**config.mk**
```make
export PLATFORM = sky130hd
export DESIGN_NAME = paged_read_seq
export DESIGN_NICKNAME = d
export VERILOG_FILES = /design/src/rtl/paged_read_seq.sv
export SDC_FILE = /design/constraint.sdc
export NUM_CORES = 1
export LEC_CHECK = 0
export BUFFER_PORTS_ARGS = -buffer_cell sky130_fd_sc_hd__buf_2
export CAP_MARGIN = 10
export CELL_PAD_IN_SITES_DETAIL_PLACEMENT = 1
export CELL_PAD_IN_SITES_GLOBAL_PLACEMENT = 1
export CORE_AREA = 2 2 114 127
export DETAILED_ROUTE_END_ITERATION = 6
export DIE_AREA = 0 0 116 129
export PLACE_DENSITY_LB_ADDON = 0.1
export SLEW_MARGIN = 20
export SYNTH_ARGS = -nofsm -noshare
export SYNTH_HDL_FRONTEND = slang
export SYNTH_SLANG_ARGS = --single-unit
```
**constraint.sdc**
```tcl
create_clock -name clk -period 3.8 [get_ports clk]
set_clock_uncertainty 0.2 [all_clocks]
set_input_delay 0.57 -clock clk [delete_from_list [all_inputs] [get_ports clk]]
set_output_delay 0.57 -clock clk [all_outputs]
set_load 0.02 [all_outputs]
```
**src/rtl/paged_read_seq.sv**
```systemverilog
module paged_read_seq #(
  parameter int PAGES           = 256,
  parameter int PAGE_BYTES      = 32,
  parameter int STAT_PAGE_BYTES = 8,
  parameter int REDIR_BASE      = 256,
  parameter int STAT_LAST       = 511,
  parameter int STAT_GAP_LO     = 96,
  parameter int STAT_GAP_HI     = 255,
  localparam int AW             = $clog2(PAGES * PAGE_BYTES)
) (
  input  logic          clk,
  input  logic          rst_n,
  input  logic          link_rst,
  input  logic          rx_valid,
  input  logic [7:0]    rx_byte,
  input  logic          tx_req,
  output logic [7:0]    tx_byte,
  output logic [AW-1:0] mem_addr,
  output logic          mem_is_status,
  input  logic [7:0]    mem_rdata
);
  localparam int OW = $clog2(PAGE_BYTES);
  localparam int SW = $clog2(STAT_PAGE_BYTES);
  localparam logic [AW-1:0] LAST = AW'(PAGES * PAGE_BYTES - 1);
  localparam logic [7:0] C_RD = 8'hF0, C_ST = 8'hAA, C_EX = 8'hA5;

  typedef enum logic [2:0] {S_IDLE, S_ADRL, S_ADRH, S_DATA, S_RDIR, S_CRC0, S_CRC1, S_ONES} st_t;

  function automatic logic [15:0] crc_byte(input logic [15:0] c, input logic [7:0] b);
    logic [15:0] r;
    r = c;
    for (int i = 0; i < 8; i++)
      r = (r[0] ^ b[i]) ? ((r >> 1) ^ 16'hA001) : (r >> 1);
    return r;
  endfunction

  st_t          st;
  logic [7:0]   cmd;
  logic [AW-1:0] addr;
  logic [15:0]  crc;
  logic         rdir_done;

  wire [AW-OW-1:0] page = addr[AW-1:OW];
  wire stat_gap = (addr >= AW'(STAT_GAP_LO) && addr <= AW'(STAT_GAP_HI)) || addr > AW'(STAT_LAST);
  wire [7:0] rd_byte = (cmd == C_ST && stat_gap) ? 8'hFF : mem_rdata;
  wire seg_end = (cmd == C_RD) ? (addr == LAST) :
                 (cmd == C_ST) ? (&addr[SW-1:0]) : (&addr[OW-1:0]);
  wire is_cmd = rx_byte == C_RD || rx_byte == C_ST || rx_byte == C_EX;

  assign mem_is_status = (st == S_RDIR) || (cmd == C_ST);
  assign mem_addr      = (st == S_RDIR) ? AW'(REDIR_BASE) + AW'(page) : addr;

  always_comb begin
    case (st)
      S_DATA:  tx_byte = rd_byte;
      S_RDIR:  tx_byte = mem_rdata;
      S_CRC0:  tx_byte = ~crc[7:0];
      S_CRC1:  tx_byte = ~crc[15:8];
      default: tx_byte = 8'hFF;
    endcase
  end

  always_ff @(posedge clk or negedge rst_n) begin
    if (!rst_n) begin
      st <= S_IDLE; cmd <= 8'h00; addr <= '0; crc <= '0; rdir_done <= 1'b0;
    end else if (link_rst) begin
      st <= S_IDLE;
    end else begin
      case (st)
        S_IDLE: if (rx_valid && is_cmd) begin
          cmd <= rx_byte; crc <= crc_byte(16'h0000, rx_byte); st <= S_ADRL;
        end
        S_ADRL: if (rx_valid) begin
          addr[7:0] <= rx_byte; crc <= crc_byte(crc, rx_byte); st <= S_ADRH;
        end
        S_ADRH: if (rx_valid) begin
          addr[AW-1:8] <= rx_byte[AW-9:0];
          crc <= crc_byte(crc, rx_byte);
          rdir_done <= 1'b0;
          st <= (cmd == C_EX) ? S_RDIR : S_DATA;
        end
        S_DATA: if (tx_req) begin
          crc <= crc_byte(crc, rd_byte);
          if (seg_end) st <= S_CRC0;
          else addr <= addr + 1'b1;
        end
        S_RDIR: if (tx_req) begin
          crc <= crc_byte(crc, mem_rdata); rdir_done <= 1'b1; st <= S_CRC0;
        end
        S_CRC0: if (tx_req) st <= S_CRC1;
        S_CRC1: if (tx_req) begin
          crc <= '0;
          if (cmd == C_RD) st <= S_ONES;
          else if (cmd == C_ST) begin
            if (addr >= AW'(STAT_LAST)) st <= S_ONES;
            else begin addr <= addr + 1'b1; st <= S_DATA; end
          end else if (rdir_done) begin
            rdir_done <= 1'b0; st <= S_DATA;
          end else if (addr == LAST) st <= S_ONES;
          else begin addr <= addr + 1'b1; st <= S_RDIR; end
        end
        default: ;
      endcase
    end
  end

  p_link_rst_idle_r10: assert property (@(posedge clk) disable iff (!rst_n)
    link_rst |=> (st == S_IDLE && tx_byte == 8'hFF));

  p_idle_ignores_req_r11: assert property (@(posedge clk) disable iff (!rst_n)
    (st == S_IDLE && !rx_valid && !link_rst) |=> st == S_IDLE);

  p_hold_without_req_r11: assert property (@(posedge clk) disable iff (!rst_n)
    (st == S_DATA && !tx_req && !link_rst) |=> ($stable(addr) && st == S_DATA));

  p_redir_first_r7: assert property (@(posedge clk) disable iff (!rst_n)
    (st == S_ADRH && rx_valid && cmd == C_EX && !link_rst) |=> st == S_RDIR);

  p_crc_after_redir_r9: assert property (@(posedge clk) disable iff (!rst_n)
    (st == S_RDIR && tx_req && !link_rst) |=> st == S_CRC0);

  p_stat_page_end_r4: assert property (@(posedge clk) disable iff (!rst_n)
    (st == S_DATA && tx_req && cmd == C_ST && &addr[SW-1:0] && !link_rst) |=> st == S_CRC0);

  p_ones_sticky_r3: assert property (@(posedge clk) disable iff (!rst_n)
    (st == S_ONES && !link_rst) |=> (st == S_ONES && tx_byte == 8'hFF));
endmodule

```
==> results of run 1 <==
[path summary, 6_finish.rpt]
kind | startpoint | to | slack (ns) | depth (start not counted)
worst max-delay path | st[1]$_DFFE_PN0P_ | mem_addr[9] | 0.50 | 4
worst min-delay path | rst_n | addr[10]$_DFFE_PN0P_ | 0.09 | 1
worst max register to register | cmd[0]$_DFFE_PN0P_ | addr[0]$_DFFE_PN0P_ | 0.65 | 8
worst min register to register | cmd[3]$_DFFE_PN0P_ | cmd[3]$_DFFE_PN0P_ | 0.31 | 2
max in group asynchronous | rst_n | st[2]$_DFFE_PN0P_ | 2.89 | 1
min in group clk | cmd[3]$_DFFE_PN0P_ | cmd[3]$_DFFE_PN0P_ | 0.31 | 2
[flip-flops by register name, indices dropped and copies added, names as in the netlist]
register,cells
crc,16
addr,13
cmd,8
st,3
rdir_done,1
[power by group]
part           internal, µW  leakage, µW  switching (µW)
Clock                   329    0.0000841             201
Sequential              580     0.000527             269
Combinational           650      0.00125             896
[metal layers]
layer | vias to the layer above | GRT usage
li1 | 1990 | -
met1 | 2025 | 0.2643
met2 | 77 | 0.3880
met3 | 27 | 0.02214
met4 | 0 | 0.08403
met5 | - | 0
[area by class of cell]
class                           count  share of cell area
Clock buffer                        7             0.03072
Clock inverter                      1            0.006467
Inverter                           16             0.01293
Multi-Input combinational cell    451              0.6050
Sequential cell                    41              0.2210
Tap cell                          188             0.05066
Timing Repair Buffer               59             0.07330
[worst reg2reg max path, stage by stage, from the launching register on]
cell and delay (ns):
dfrtp_1 0.42, nor4bb_1 0.58, and2_1 0.23, buf_4 0.19, o211ai_1 0.13, a2111oi_0 0.43, o211a_2 0.45, o21ai_0 0.15
a22o_1 0.25
[cells by family after synthesis]
group | share of synthesized area
buffers and inverters | 0.04725
muxes | 0.01741
xor gates and xnor gates | 0.1585
DFF | 0.2549
AOI/OAI and AO/OA | 0.2571
and+or+nand+nor | 0.2213
adders and majority gates | 0.04352
[layout by cell type (no fill, tap or decap), types with 3 or more instances in the layout]
master      n
a2111oi_0   4
a21o_1      3
a21oi_1    68
a22o_1      4
a2bb2oi_1   6
a31oi_1     4
and2_1      9
buf_2      41
buf_4      18
clkbuf_16   5
dfrtp_1    41
ha_1       14
inv_1      15
mux2_2      3
nand2_1    80
nand2b_1    5
nand3_1    17
nand4_1    10
nor2_1     45
nor2b_1     5
nor3_1      6
nor4_1      4
o211ai_1    6
o21ai_0    29
o21ai_1     9
o22ai_1    14
xnor2_1    48
xor2_1     16
[metrics by stage]
step	instances	worst slack [ns]	hold WS (ns)	total power, µW	util
2_1_floorplan	542	0.9835	0.07441	1933	-
3_3_place_gp	755	0.6474	0.2928	2384	0.3279
3_5_place_dp	755	0.5867	0.3018	2406	0.3279
4_1_cts	763	0.4541	0.3036	2955	0.3406
5_1_grt	763	0.3011	0.1318	3146	0.3408
6_report	763	0.4982	0.08718	2927	0.3408
==> results.yml, run 1 <==
status:
  status: "complete, no violations"
timing:
  worst_pin_slew_ns: 0.7127
  slew_violations: 0
  hold_viol_final: 0
  rsz0062_at_grt: "false"
  period_share: 0.8689
  min_period_ns: 3.302
  finalSetupTns_ns: 0
  relSlewSlack: 0.5215
  fmax_mhz: 302.9
  setup_violations: 0
yosys:
  synth_cell_types: 60
  ys_seq_elements: 41
  synth_top_cell_by_area: "dfrtp_1"
  avgSynthCellArea_um2: 7.426
  synth_area_mm2: 0.004025
  synth_flop_cell: "dfrtp_1"
  synthTopCellsByArea: "dfrtp_1 (25%), xnor2_1 (10%), a21oi_1 (8.5%), nand2_1 (7.5%), ha_1 (4.4%)"
  syn_inst: 542
  synthArstFlopShare: 1.000
  yosysSeqAreaShare: 0.2549
  synth_top_area_frac: 0.2549
  ys_top_cells_by_count: "nand2_1 (80), a21oi_1 (68), xnor2_1 (48)"
  synth_nets: 577
  synth_edf_count: 0
  synth.most_common_cell: "nand2_1"
  ys_warn_count: 0
drt:
  drtIter0Drc: 177
  wl_met1_mm: 6.630
  top_layer: "met4"
  wire_per_inst_um: 20.31
  drt_first_pass_iters: 4
  via_per_inst: 5.398
  wl_met3_um: 368
  wl_met2_mm: 7.971
  wl_mm: 15.50
  vias: 4119
  drc: 0
  antenna_left: 0
die:
  rows: 45
  die_y_um: 129
  die_w_um: 116
  io_pins: 43
  coreArea_mm2: 0.01363
  dieArea_mm2: 0.01496
  start_util: 0.2954
clocking:
  clock_latency_ns: 0.30
  cts_resized: 0
  cts_tree: "built"
  clock_sinks: 41
  post_cts_buffers: 0
  root_buffer: "clkbuf_16"
  cts_buffers: 5
  ctsLongestPathBuffers: 2
  clkSlewWorstSetupHoldPaths_ns: 0.07
  htreeDepth: 2
  cts-hold-fix-buffers: 0
setup_path:
  critPathTopFamily: "simple AND/OR/NAND/NOR gates"
  critPathKind: "register to primary output"
  cp.buffers_inverters: 2
  critPathArrivalTime_ns: 2.53
  crit_path_max_incr_delay_ns: 0.62
  end_kind: "primary output"
  path_cells: "inv_2 > nand2_1 > and2_1 > buf_2"
  crit_fanout: 26
  cpMaxStageDelayCell: "dfrtp_1"
  cp.required_ns: 3.03
  timing.critical_path.from_type: "register"
finish:
  antennaDiodeCount: 0
  multi_input_area_mm2: 0.002809
  syn_to_final_growth_pct: 15.36
  nets: 609
  final_area_mm2: 0.004643
  regArea_mm2: 0.001026
  nFillCells: 1744
  drive_above_1_share: 0.1322
place:
  io_buffers: 42
  place_area_mm2: 0.004468
  dp_hpwl_mm: 11.75
  place_congestion: 0.8657
grt:
  grt_pass1_wl_mm: 24.50
  grt_max_degree: 42
  antenna_found_initial: 0
  grt_pass1_vias: 4210
  track_usage: 0.2162
  gr-total-overflow: 0
hold_path:
  min_path_type: "input pin to asynchronous set/reset pin"
power_and_ir_drop:
  power_density_mw_per_mm2: 630.3
  p_leak_uw: 0.001862
  peakVddDrop_v: 0.0001459
job:
  maxCapViolCount: 0
No activity file was read; power rests on OpenSTA's default activity.
==> inputs of run 2 (changes only) <==
--- a/config.mk
+++ b/config.mk
@@ -5,13 +5,14 @@
 export SDC_FILE = /design/constraint.sdc
 export NUM_CORES = 1
 export LEC_CHECK = 0
+export ABC_AREA = 1
 export BUFFER_PORTS_ARGS = -buffer_cell sky130_fd_sc_hd__buf_2
 export CAP_MARGIN = 10
 export CELL_PAD_IN_SITES_DETAIL_PLACEMENT = 1
 export CELL_PAD_IN_SITES_GLOBAL_PLACEMENT = 1
-export CORE_AREA = 2 2 114 127
+export CORE_AREA = 2 2 139 107
 export DETAILED_ROUTE_END_ITERATION = 6
-export DIE_AREA = 0 0 116 129
+export DIE_AREA = 0 0 141 109
 export PLACE_DENSITY_LB_ADDON = 0.1
 export SLEW_MARGIN = 20
 export SYNTH_ARGS = -nofsm -noshare
==> run 2 against run 1 <==
  * First-iteration DRC count rose by 36%
  * Utilization up 0.45 points
  * Cell count increased by 13%
  * Register-to-register slack got worse by 0.36 ns
  * Wire length rose by 2.9%
  * Critical endpoint is now crc[14]$_DFFE_PN0P_
==> results.yml, run 2 <==
setup_path:
  critPathTopFamily: "simple AND/OR/NAND/NOR gates"
  crit_path_max_incr_delay_ns: 0.39
  critPathArrivalTime_ns: 3.47
  critPathKind: "register to register"
  worst_r2r_path_depth: 25
  end_kind: "register"
  cp.buffers_inverters: 2
  crit_path_frequent_cell: "nand2_1"
  critPathLaunch: "addr[1]$_DFFE_PN0P_"
  cpMaxStageDelayCell: "dfrtp_1"
  cp.required_ns: 3.76
  r2r_end: "crc[14]$_DFFE_PN0P_"
  crit_fanout: 11
  reg2reg_slack_ns: 0.29
  timing.critical_path.from_type: "register"
  r2r-start: "addr[1]$_DFFE_PN0P_"
  cp.depth: 25
grt:
  antenna_found_initial: 0
  grt_pass1_wl_mm: 25.32
  track_usage: 0.2150
  gr-usage-met2: 0.3066
  use_met3: 0.03250
  met1_usage: 0.3481
  grt_max_degree: 42
  grt_busiest_layer: "met1"
  gr-total-overflow: 0
  grt_pass1_vias: 4473
timing:
  finalSetupTns_ns: 0
  hold_viol_final: 0
  relSlewSlack: 0.3683
  min_period_ns: 3.508
  setup_violations: 0
  period_share: 0.9231
  worst_pin_slew_ns: 0.9377
  hold_ws_ns: 0.08536
  slew_violations: 0
  fin_ws_ns: 0.2922
  fmax_mhz: 285.1
die:
  rows: 38
  die_w_um: 141
  io_pins: 43
  coreArea_mm2: 0.01412
  dieArea_mm2: 0.01537
  start_util: 0.2930
  die_y_um: 109
place:
  dp_hpwl_mm: 12.96
  place_congestion: 0.8650
  io_buffers: 42
  dpl_worst_slack_ns: 0.2241
  placed_cells: 856
  place_area_mm2: 0.004641
clocking:
  clock_sinks: 41
  cts_tree: "built"
  ctsLongestPathBuffers: 2
  htreeDepth: 2
  root_buffer: "clkbuf_16"
  clkSlewWorstSetupHoldPaths_ns: 0.07
  cts_buffers: 5
  clock_latency_ns: 0.29
  cts-hold-fix-buffers: 0
yosys:
  synthTopCellsByArea: "dfrtp_1 (25%), nand2_1 (14%), o21ai_0 (8.6%), inv_1 (8.0%), nand3_1 (6.4%)"
  ys_top_cells_by_count: "nand2_1 (151), inv_1 (88), o21ai_0 (71)"
  ys_seq_elements: 41
  ys_warn_count: 0
  synth_cell_types: 41
  yosysSeqAreaShare: 0.2480
  synth_nets: 666
  avgSynthCellArea_um2: 6.557
  syn_inst: 631
  synth_edf_count: 0
  synthArstFlopShare: 1.000
  synth_area_mm2: 0.004138
  synth_flop_cell: "dfrtp_1"
  synth_top_cell_by_area: "dfrtp_1"
  synth_top_area_frac: 0.2480
  synth.most_common_cell: "nand2_1"
finish:
  reg.largest.list: "crc x16, addr x13, cmd x8"
  final_common_cell: "nand2_1"
  syn_to_final_growth_pct: 17.84
  final_area_mm2: 0.004876
  regMostFlops: "crc"
  drive_above_1_share: 0.1545
  antennaDiodeCount: 0
  largest_reg_flops: 16
  final_cells: 866
  mostFrequentLayoutCells: "nand2_1 (151), inv_1 (88), o21ai_0 (71), nand3_1 (52), nor2_1 (49)"
  nets: 720
hold_path:
  min_path_type: "input pin to asynchronous set/reset pin"
power_and_ir_drop:
  p_clk_frac: 0.125
  p_leak_uw: 0.002303
  power_density_mw_per_mm2: 933.9
  switching_share: 0.5521
  power_frac_seq: 0.188
  switching_power_uw: 2514
  peakVddDrop_v: 0.0003263
  power_frac_comb: 0.687
  intPower_uw: 2040
drt:
  vias: 4389
  wl_mm: 15.94
  antenna_left: 0
  drc: 0
  drt_first_pass_iters: 4
  wire_per_inst_um: 18.41
  drtIter0Drc: 241
  via_per_inst: 5.068
status:
  status: "complete, no violations"
job:
  maxCapViolCount: 0
run 2: cells by family (layout without fill, tap and decap cells):
kind of cell             count (synthesis)  after routing  share of synthesized area
adder cells (fa/ha/maj)                 14             14                    0.04233
flip-flops                              41             41                     0.2480
AO/OA/AOI/OAI                          133            133                     0.1902
buffers and inverters                  108            163                     0.1001
XOR/XNOR                                42             42                     0.1080
AND/OR/NAND/NOR                        293            293                     0.3115
run 2: metal layers:
layer,part of all wire,wire length [µm],up-vias
li1,-,-,2187
met1,0.56,9001,2131
met2,0.39,6288,69
met3,0.039,617,2
met4,0.0021,34,0
met5,0,0,-
run 2: cell type report:
type                            instances  area [µm²]
Fill cell                            1859        9245
Multi-Input combinational cell        482        2729
Sequential cell                        41        1027
Inverter                               96       360.3
Timing Repair Buffer                   59       344.1
Tap cell                              180       225.2
Clock buffer                            5       125.1
Clock inverter                          3       65.06
run 2: worst max-delay path by stage:
stage,to,slack (ns)
2_1_floorplan,crc[13]$_DFFE_PN0P_,0.87
3_3_place_gp,crc[14]$_DFFE_PN0P_,0.34
3_5_place_dp,crc[14]$_DFFE_PN0P_,0.22
4_1_cts,crc[14]$_DFFE_PN0P_,0.20
5_1_grt,crc[14]$_DFFE_PN0P_,-0.007
6_report,crc[14]$_DFFE_PN0P_,0.29
run 2: worst register-to-register path, stage by stage, from the launching register on:
cell,delay (ns)
dfrtp_1,0.39
ha_2,0.22
nand4_1,0.20
nor2_2,0.24
nand2_1,0.07
nand2_1,0.06
nand2_1,0.04
nand2_1,0.07
buf_6,0.16
nand2_1,0.09
nand2_1,0.06
nand2_1,0.10
inv_1,0.09
nand2_1,0.08
nand3_2,0.10
nand2_1,0.10
nand2_1,0.14
nand3_4,0.13
nand2_4,0.12
nand2_1,0.07
nand3_2,0.09
nand2_2,0.09
nand2_1,0.08
o2111ai_1,0.14
nand2_1,0.16
o21ai_1,0.09
run 2: per-stage QoR:
stage / utilization / power [µW]
after floorplan: - / 2969
after global placement: 0.3286 / 3875
after detailed placement: 0.3286 / 3937
after CTS: 0.3421 / 4532
after global routing: 0.3453 / 4991
final: 0.3453 / 4554
run 2: what timing repair did:
| action | in CTS | in global routing |
|---|---|---|
| endpoints found under the setup margin | 0 | 7 |
| gates resized for setup | 0 | 7 |
| buffers inserted | 0 | 2 |
| hold endpoints to repair | 0 | 0 |
run 2: power groups by stage:
stage                     registers, µW  clock network (µW)  logic (µW)
final                               854                 569        3130
after global routing                880                 606        3500
after CTS                           849                 584        3100
after detailed placement            854                   0        3080
after global placement              860                   0        3010
after floorplan                     760                   0        2210
